`config.mk`:
```
export PLATFORM = sky130hd
export DESIGN_NAME = cs_timing_seq
export DESIGN_NICKNAME = d
export VERILOG_FILES = /design/src/rtl/cst_pkg.sv /design/src/rtl/cst_phase_len.sv /design/src/rtl/cst_timer.sv /design/src/rtl/cst_cs_drive.sv /design/src/rtl/cs_timing_seq.sv
export SDC_FILE = /design/constraint.sdc
export NUM_CORES = 1
export LEC_CHECK = 0
export CORE_ASPECT_RATIO = 1.2
export CORE_MARGIN = 10
export CORE_UTILIZATION = 57
export DETAILED_ROUTE_END_ITERATION = 8
export HOLD_SLACK_MARGIN = 0.15
export PLACE_DENSITY = 0.86
export SLEW_MARGIN = 10
export SYNTH_ARGS = -nofsm -noshare
export SYNTH_HDL_FRONTEND = slang
export SYNTH_SLANG_ARGS = --single-unit
```
`constraint.sdc`:
```
create_clock -name clk -period 4.5 [get_ports clk]
set_clock_uncertainty 0.05 [all_clocks]
set_input_delay 0.675 -clock clk [delete_from_list [all_inputs] [get_ports clk]]
set_output_delay 0.675 -clock clk [all_outputs]
set_load 0.1 [all_outputs]
```
`src/rtl/cst_pkg.sv`:
```
package cst_pkg;
    localparam int unsigned DLY_W = 8;

    // Packed so that the first member lands in the top byte of the word
    typedef struct packed {
        logic [DLY_W-1:0] high_min;  // 31:24
        logic [DLY_W-1:0] gap;       // 23:16
        logic [DLY_W-1:0] hold;      // 15:8
        logic [DLY_W-1:0] setup;     // 7:0
    } delay_cfg_t;

    typedef enum logic [2:0] {
        PH_IDLE,
        PH_GAP,
        PH_SETUP,
        PH_ACTIVE,
        PH_HOLD,
        PH_HIGH
    } phase_e;
endpackage

```
`src/rtl/cst_phase_len.sv`:
```
module cst_phase_len
    import cst_pkg::*;
#(
    parameter int unsigned DIV_W = 4,
    parameter int unsigned CNT_W = 14
) (
    input  phase_e           phase,
    input  delay_cfg_t       cfg,
    input  logic [DIV_W-1:0] div,
    output logic [CNT_W-1:0] load_val
);
    logic [CNT_W-1:0] sclk_period;

    always_comb begin
        sclk_period = (CNT_W'(div) + CNT_W'(1)) << 1;
        // Load value is phase length minus one; the timer expires at zero.
        case (phase)
            PH_GAP:   load_val = CNT_W'(cfg.gap) - CNT_W'(1);
            PH_SETUP: load_val = CNT_W'(cfg.setup);
            PH_HOLD:  load_val = CNT_W'(cfg.hold) + sclk_period + CNT_W'(2);
            PH_HIGH:  load_val = CNT_W'(cfg.high_min) + sclk_period;
            default:  load_val = '0;
        endcase
    end
endmodule

```
`src/rtl/cst_timer.sv`:
```
module cst_timer #(
    parameter int unsigned CNT_W = 14
) (
    input  logic             clk,
    input  logic             rst_n,
    input  logic             load,
    input  logic [CNT_W-1:0] load_val,
    output logic             expired
);
    logic [CNT_W-1:0] cnt_d, cnt_q;

    always_comb begin
        if (load)
            cnt_d = load_val;
        else if (cnt_q != '0)
            cnt_d = cnt_q - CNT_W'(1);
        else
            cnt_d = cnt_q;
    end

    always_ff @(posedge clk or negedge rst_n) begin
        if (!rst_n) cnt_q <= '0;
        else        cnt_q <= cnt_d;
    end

    assign expired = (cnt_q == '0);


    tmr_step_chk: assert property (@(posedge clk) disable iff (!rst_n)
        (!load && cnt_q != '0) |=> (cnt_q == $past(cnt_q) - CNT_W'(1)));
endmodule

```
`src/rtl/cst_cs_drive.sv`:
```
module cst_cs_drive #(
    parameter int unsigned NUM_CS = 4,
    parameter int unsigned IDX_W  = 2
) (
    input  logic              active,
    input  logic [IDX_W-1:0]  idx,
    output logic [NUM_CS-1:0] cs_n
);
    for (genvar i = 0; i < NUM_CS; i++) begin : g_line
        assign cs_n[i] = !(active && (idx == IDX_W'(i)));
    end
endmodule

```
`src/rtl/cs_timing_seq.sv`:
```
module cs_timing_seq
    import cst_pkg::*;
#(
    parameter int unsigned NUM_CS = 4,
    parameter int unsigned DIV_W  = 4,
    parameter int unsigned IDX_W  = (NUM_CS > 1) ? $clog2(NUM_CS) : 1
) (
    input  logic              clk,
    input  logic              rst_n,
    input  logic [31:0]       delay_cfg,
    input  logic [DIV_W-1:0]  sclk_div,
    input  logic              req_valid,
    input  logic [IDX_W-1:0]  req_cs,
    input  logic              xfer_done,
    output logic              ready,
    output logic [NUM_CS-1:0] cs_n,
    output logic              sclk_en
);
    localparam int unsigned CNT_W = DLY_W + DIV_W + 2;

    typedef struct packed {
        phase_e           phase;
        logic [IDX_W-1:0] cs;
        delay_cfg_t       cfg;
        logic [DIV_W-1:0] div;
        logic             have_last;
    } seq_t;

    seq_t             st_d, st_q;
    delay_cfg_t       live_cfg, cfg_sel;
    logic [DIV_W-1:0] div_sel;
    logic [CNT_W-1:0] load_val;
    logic             tmr_load, tmr_expired;
    logic             cs_active;

    assign live_cfg = delay_cfg_t'(delay_cfg);

    always_comb begin
        st_d = st_q;
        case (st_q.phase)
            PH_IDLE: if (req_valid) begin
                st_d.cs        = req_cs;
                st_d.cfg       = live_cfg;
                st_d.div       = sclk_div;
                st_d.have_last = 1'b1;
                if (st_q.have_last && req_cs != st_q.cs && live_cfg.gap != '0)
                    st_d.phase = PH_GAP;
                else
                    st_d.phase = PH_SETUP;
            end
            PH_GAP:    if (tmr_expired) st_d.phase = PH_SETUP;
            PH_SETUP:  if (tmr_expired) st_d.phase = PH_ACTIVE;
            PH_ACTIVE: if (xfer_done)   st_d.phase = PH_HOLD;
            PH_HOLD:   if (tmr_expired) st_d.phase = PH_HIGH;
            PH_HIGH:   if (tmr_expired) st_d.phase = PH_IDLE;
            default:   st_d.phase = PH_IDLE;
        endcase

        // Live settings only matter on the acceptance cycle; later the snapshot rules.
        cfg_sel  = (st_q.phase == PH_IDLE) ? live_cfg : st_q.cfg;
        div_sel  = (st_q.phase == PH_IDLE) ? sclk_div : st_q.div;
        tmr_load = (st_d.phase != st_q.phase) &&
                   (st_d.phase inside {PH_GAP, PH_SETUP, PH_HOLD, PH_HIGH});
    end

    always_ff @(posedge clk or negedge rst_n) begin
        if (!rst_n) begin
            st_q <= '{phase: PH_IDLE, cs: '0, cfg: '0, div: '0, have_last: 1'b0};
        end else begin
            st_q <= st_d;
        end
    end

    cst_phase_len #(.DIV_W(DIV_W), .CNT_W(CNT_W)) i_len (
        .phase    (st_d.phase),
        .cfg      (cfg_sel),
        .div      (div_sel),
        .load_val (load_val)
    );

    cst_timer #(.CNT_W(CNT_W)) i_timer (
        .clk      (clk),
        .rst_n    (rst_n),
        .load     (tmr_load),
        .load_val (load_val),
        .expired  (tmr_expired)
    );

    assign cs_active = st_q.phase inside {PH_SETUP, PH_ACTIVE, PH_HOLD};

    cst_cs_drive #(.NUM_CS(NUM_CS), .IDX_W(IDX_W)) i_drive (
        .active (cs_active),
        .idx    (st_q.cs),
        .cs_n   (cs_n)
    );

    assign ready   = (st_q.phase == PH_IDLE);
    assign sclk_en = (st_q.phase == PH_ACTIVE);


    cs_onehot_chk: assert property (@(posedge clk) disable iff (!rst_n)
        $onehot0(~cs_n));

    idle_cs_high_chk: assert property (@(posedge clk) disable iff (!rst_n)
        ready |-> (&cs_n));

    sclk_needs_cs_chk: assert property (@(posedge clk) disable iff (!rst_n)
        sclk_en |-> ($countones(~cs_n) == 1));

    accept_busy_chk: assert property (@(posedge clk) disable iff (!rst_n)
        (ready && req_valid) |=> !ready);

    active_keep_chk: assert property (@(posedge clk) disable iff (!rst_n)
        (sclk_en && !xfer_done) |=> sclk_en);

    hold_low_chk: assert property (@(posedge clk) disable iff (!rst_n)
        $fell(sclk_en) |-> !(&cs_n));

    cs_stable_chk: assert property (@(posedge clk) disable iff (!rst_n)
        (!ready && !$past(ready) && !(&cs_n) && !(&$past(cs_n))) |-> $stable(cs_n));
endmodule

```
Yosys cells after proc, flatten, opt, wreduce, memory -nomap -nowiden
Index checks and enable logic that the tools add are counted.
{"block": "totals", "register_bits": 56, "inputBits": 42, "out_inout_bits": 6, "elab_cells": 62}
{"block": "classes", "n_addsub": 6, "n_eq_ne": 14, "n_mux": 13, "reduce_logical": 20}
{"operator": "$pmux 14 s4", "count": 1}
{"operator": "$mux 42", "count": 1}
{"operator": "$mux 32", "count": 1}
{"operator": "$add 8x14->14", "count": 2}
{"operator": "$mux 14", "count": 2}
{"operator": "$pmux 3 s6", "count": 1}
{"operator": "$mux 3", "count": 5}
{"operator": "$add 14x2->14 const B", "count": 1}
{"operator": "$logic_not 14->1", "count": 1}
{"operator": "$reduce_bool 14->1", "count": 1}
{"operator": "$sub 14x1->14 const B", "count": 1}
{"operator": "$eq 3x3->1 const B", "count": 4}
{"operator": "$eq 3x2->1 const B", "count": 3}
{"operator": "$sub 8x1->9 const B", "count": 1}
{"operator": "$reduce_bool 8->1", "count": 1}
{"operator": "$logic_and 1x1->1", "count": 7}
{"operator": "$eq 3x1->1 const B", "count": 2}
{"operator": "$add 4x1->5 const B", "count": 1}
{"operator": "$eq 2x2->1 const B", "count": 2}
{"operator": "$logic_not 1->1", "count": 4}
{"operator": "$mux 4", "count": 1}
{"operator": "$reduce_bool 4->1", "count": 1}
{"operator": "$logic_not 3->1", "count": 1}
{"operator": "$ne 3x3->1", "count": 1}
{"operator": "other kinds (7)", "count": 7}

Logic depth before layout (Yosys ltp)
{"block": "depth", "depth_word": 10, "depth_mapped": 19, "ltp_nobuf": 15}

Hierarchy
From an unflattened synthesis, not the netlist that was laid out.
{"block": "hier_totals", "cells_unflattened": 364, "hier_area_um2": 4162.7}
{"mod": "cs_timing_seq", "instances": 1, "cells_each": 157, "area_each_um2": 2354.8}
{"mod": "cst_phase_len", "instances": 1, "cells_each": 126, "area_each_um2": 953.4}
{"mod": "cst_timer", "instances": 1, "cells_each": 77, "area_each_um2": 825.8}
{"mod": "cst_cs_drive", "instances": 1, "cells_each": 4, "area_each_um2": 28.8}

Worst setup path after synthesis
No wires, ideal clock.
{"block": "synth_path", "path_type": "register to register", "start": "register st_q[40] (netlist name)", "end": "register i_timer.cnt_q[7]", "arrival_ns": 4.415, "required_time_ns": 4.368, "slack_ns": -0.047, "path_stages_with_launch": 18, "period_less_slack_ns": 4.547, "path_cell_list": "dfrtp_1 buf_4 or3_1 clkbuf_1 inv_1 buf_2 buf_1 buf_1 nand2_1 nand2_1 ha_1 fa_1 a21oi_1 o22ai_1 xor2_1 nand2_1 or4b_2 a31oi_1"}
{"block": "synth_between", "elab_chain_len": 7}
{"item": "start, declared", "line": "cs_timing_seq.sv:29", "rtl": "seq_t st_d, st_q;"}
{"item": "start signal, assigned", "line": "cs_timing_seq.sv:68", "rtl": "st_q <= '{phase: PH_IDLE, cs: '0, cfg: '0, div: '0, have_last: 1'b0};"}
{"item": "start signal, assigned", "line": "cs_timing_seq.sv:70", "rtl": "st_q <= st_d;"}
{"item": "$logic_not 3->1 *"}
{"item": "via ready", "line": "cs_timing_seq.sv:15", "rtl": "output logic ready,"}
{"item": "$mux 4", "line": "cs_timing_seq.sv:61", "rtl": "div_sel = (st_q.phase == PH_IDLE) ? sclk_div : st_q.div;"}
{"item": "$add 4x1->5", "line": "cst_phase_len.sv:15", "rtl": "sclk_period = (CNT_W'(div) + CNT_W'(1)) << 1;"}
{"item": "$add 8x14->14", "line": "cst_phase_len.sv:20", "rtl": "PH_HOLD: load_val = CNT_W'(cfg.hold) + sclk_period + CNT_W'(2);"}
{"item": "$add 14x2->14", "line": "cst_phase_len.sv:20"}
{"item": "$pmux 14 s4", "line": "cst_phase_len.sv:17", "rtl": "case (phase)"}
{"item": "$mux 14", "line": "cst_timer.sv:13", "rtl": "if (load)"}
{"item": "end signal, assigned", "line": "cst_timer.sv:23", "rtl": "else cnt_q <= cnt_d;"}
{"item": "end, declared", "line": "cst_timer.sv:10", "rtl": "logic [CNT_W-1:0] cnt_d, cnt_q;"}
The timed path passes the listed nets; every way through them passes the cells marked *.
A chain may end at the register's enable or synchronous reset.

Worst setup path in the final report
{"block": "layout_path", "start": "register st_q[39] (netlist name)", "end": "register i_timer.cnt_q[8]"}
{"block": "layout_between", "elab_chain_len": 7}
{"item": "$logic_not 3->1", "line": "cs_timing_seq.sv:40, cs_timing_seq.sv:60, cs_timing_seq.sv:61"}
{"item": "$mux 4", "line": "cs_timing_seq.sv:61"}
{"item": "$add 4x1->5", "line": "cst_phase_len.sv:15"}
{"item": "$add 8x14->14", "line": "cst_phase_len.sv:20"}
{"item": "$add 14x2->14", "line": "cst_phase_len.sv:20"}
{"item": "$pmux 14 s4", "line": "cst_phase_len.sv:17"}
{"item": "$mux 14", "line": "cst_timer.sv:13"}
Several ways; a longest one is shown, not always the timed one.

==> reports/metrics.yaml <==
period_share_pct: 84.6
synth-seq-cells: 56
place_inst: 544
grt_pass1_wl_mm: 16.0
drt_iter0_markers: 230
start_kind: "flop"
synth_seq_area_share_pct: 35.5
cts_setup_buffers: 0
antenna_left: 0
crit_start: "st_q[39]$_DFF_PN0_"
ys.flop_type: "dfrtp_1"
power_density_mw_per_mm2: 860
synth_edf_count: 0
rrSetupSlack_ps: 690
initial_utilization_pct: 58.3
hold_path_class: "primary input to async pin"
end_kind: "flop"
core-area_mm2: 0.00677
fin_ws_ps: 692
overflow: 0
regArea_mm2: 0.00140
setup_viol: 0
cts_tree: "done"
synth_area_per_cell_um2: 9.35
antenna_cells: 0
post-route-drc-count: 0
crit_required_ps: 4700
wire_per_inst_um: 17.2
cts_resized: 0
routed_wl_mm: 9.52
syn_nets: 483
slew_violations: 0
crit_type: "flop to flop"
grt_pass1_vias: 3440
cts.reportedPaths.clkPinSlew_ps: 90
rows: 33
tightestPinTransition_ps: 977
stdcell_count: 552
cp_common_cell: "ha_1"
timing.rr.start: "st_q[39]$_DFF_PN0_"
drtPass1Iterations: 5
cp_slowest_cell: "dfrtp_1"
grt_max_degree: 57
p_leak_nw: 1.97
fp.dieW_um: 96.0
rsz0062_at_grt: "false"
io_pins: 48
syn_area_mm2: 0.00395
path_cells: "or3_1, buf_4, nand2_1, nand2_1, ha_1, ha_1, ha_1, inv_1, fa_1, nor2b_1, o21ai_0, nand2b_1, a21oi_1, o32ai_1, o31a_1"
drive_above_1_share_pct: 14.2
r2r_end: "i_timer.cnt_q[8]$_DFFE_PN0P_"
fin_setup_tns_ps: 0
grt_util_all_layers_pct: 18.2
crit_family: "adder cells"
status: "finished clean"
power_mw: 3.91
clock_latency_ps: 310
hpwlAfterDp_mm: 7.34
routed_via_density: 6.04
cp_data_arrival_time_ps: 4010
crit_path_max_fanout: 42
yosysWarnings: 0
peakVddDrop_v: 0.000647
cts_buffer_depth: 2
area_growth_pct: 15.1
vias: 3335
antenna_found_initial: 0
numPortBuffers: 47
root_buffer: "clkbuf_8"
async_flop_share_pct: 100
nets: 525
htree_levels: 2
reg2reg_depth: 15
die_h_um: 111
relSlewSlack_pct: 34.7
cap_violations: 0
pre_cts_ws_ps: 741
clock_sinks: 56
netlist_instances: 422
hold_viol: 0
multi_input_area_mm2: 0.00239
clock.fmax_mhz: 263
fill_cells: 563
cts_buffers: 5
min_period_ps: 3810
gp_congestion: 0.928
cts_hold_buffers: 0
synth_cell_types: 61
crit_buf_inv: 2
design.die.area_mm2: 0.0107
cpPeakStageDelay_ps: 500
==> synthesized netlist by cell type (2+ instances only) <==
cell / instances / area, um2
nand2_1: 82 / 308
dfrtp_1: 56 / 1400
mux2_2: 38 / 428
a21oi_1: 19 / 95.1
xor2_1: 19 / 166
nor2_1: 18 / 67.6
ha_1: 17 / 213
xnor2_1: 16 / 140
nand3_1: 15 / 75.1
o21ai_0: 14 / 70.1
inv_1: 13 / 48.8
mux2i_1: 8 / 80.1
a31oi_1: 7 / 43.8
buf_1: 7 / 26.3
nor3_1: 6 / 30.0
a221oi_1: 5 / 43.8
nor4_1: 5 / 31.3
a211oi_1: 4 / 30.0
nand2b_1: 4 / 25.0
nor3b_1: 4 / 30.0
or3_1: 4 / 25.0
a21o_1: 3 / 22.5
clkbuf_1: 3 / 11.3
clkbuf_8: 3 / 41.3
nand3b_1: 3 / 22.5
o211ai_1: 3 / 22.5
o21bai_1: 3 / 22.5
a22oi_1: 2 / 15.0
a32oi_1: 2 / 17.5
and2_1: 2 / 12.5
buf_2: 2 / 10.0
fa_1: 2 / 40.0
nor4_4: 2 / 42.5
o22ai_1: 2 / 12.5
o31a_1: 2 / 17.5
or2_2: 2 / 12.5
==> layout by cell type (no fill, tap or decap), types with 4 or more instances in the layout <==
master,n
a211oi_1,4
a21oi_1,19
a221oi_1,5
a31oi_1,7
buf_4,6
clkbuf_8,6
clkdlybuf4s50_1,45
dfrtp_1,56
ha_1,17
inv_1,13
mux2_2,38
mux2i_1,8
nand2_1,82
nand2b_1,4
nand3_1,15
nor2_1,18
nor3_1,6
nor3b_1,4
nor4_1,5
o21ai_0,14
or3_1,4
xnor2_1,16
xor2_1,19
==> per-layer routing <==
layer,global-route usage (%),routed length [um],up-vias
li1,-,-,1587
met3,3.39,464,28
met1,20.7,3700,1603
met4,6.31,279,0
met2,32.5,5080,117
met5,0,0,-
==> state kept, by name (all words and copies together) (netlist names) <==
register and flops:
i_timer.cnt_q 14, st_q 42
==> cells by family (layout without fill, tap and decap cells) <==
group           count (synthesis)  in the layout  share of synthesized area (%)
compound gates                 76             76                           13.6
mux                            46             46                           12.9
simple gates                  160            160                           20.0
flops                          56             56                           35.5
buf+inv                        30             73                           3.87
fa+ha+maj                      19             19                           6.40
xor+xnor                       35             35                           7.77
==> cell type report <==
type                       instances  share of cell area (%)
clock buffer                       8                    1.98
inverter                          13                    1.07
multi-input combinational        336                    52.7
sequential                        56                    30.8
tap                               87                    2.40
timing repair buffer              52                    11.0
==> per-stage QoR <==
stage	cell area [um2]	utilization [%]	hold slack [ps]
floorplan	3950	-	329
global placement	4450	65.8	424
detailed placement	4450	65.8	427
CTS	4540	67.1	456
global route	4540	67.1	482
finish	4540	67.1	440
==> how the worst max path moves through the flow <==
stage	end	slack [ps]	depth (start not counted)
3_5_place_dp	i_timer.cnt_q[8]$_DFFE_PN0P_	740	15
3_3_place_gp	i_timer.cnt_q[7]$_DFFE_PN0P_	830	14
2_1_floorplan	i_timer.cnt_q[7]$_DFFE_PN0P_	10	17
4_1_cts	i_timer.cnt_q[8]$_DFFE_PN0P_	690	15
5_1_grt	i_timer.cnt_q[8]$_DFFE_PN0P_	450	15
6_report	i_timer.cnt_q[8]$_DFFE_PN0P_	690	15
==> power by group <==
part	internal (mW)	switching [mW]	leakage [nW]	total [mW]
Clock	0.126	0.158	0.0455	0.285
Combinational	1.16	1.50	1.25	2.66
Sequential	0.742	0.224	0.667	0.966
No activity file was read; power rests on OpenSTA's default activity.
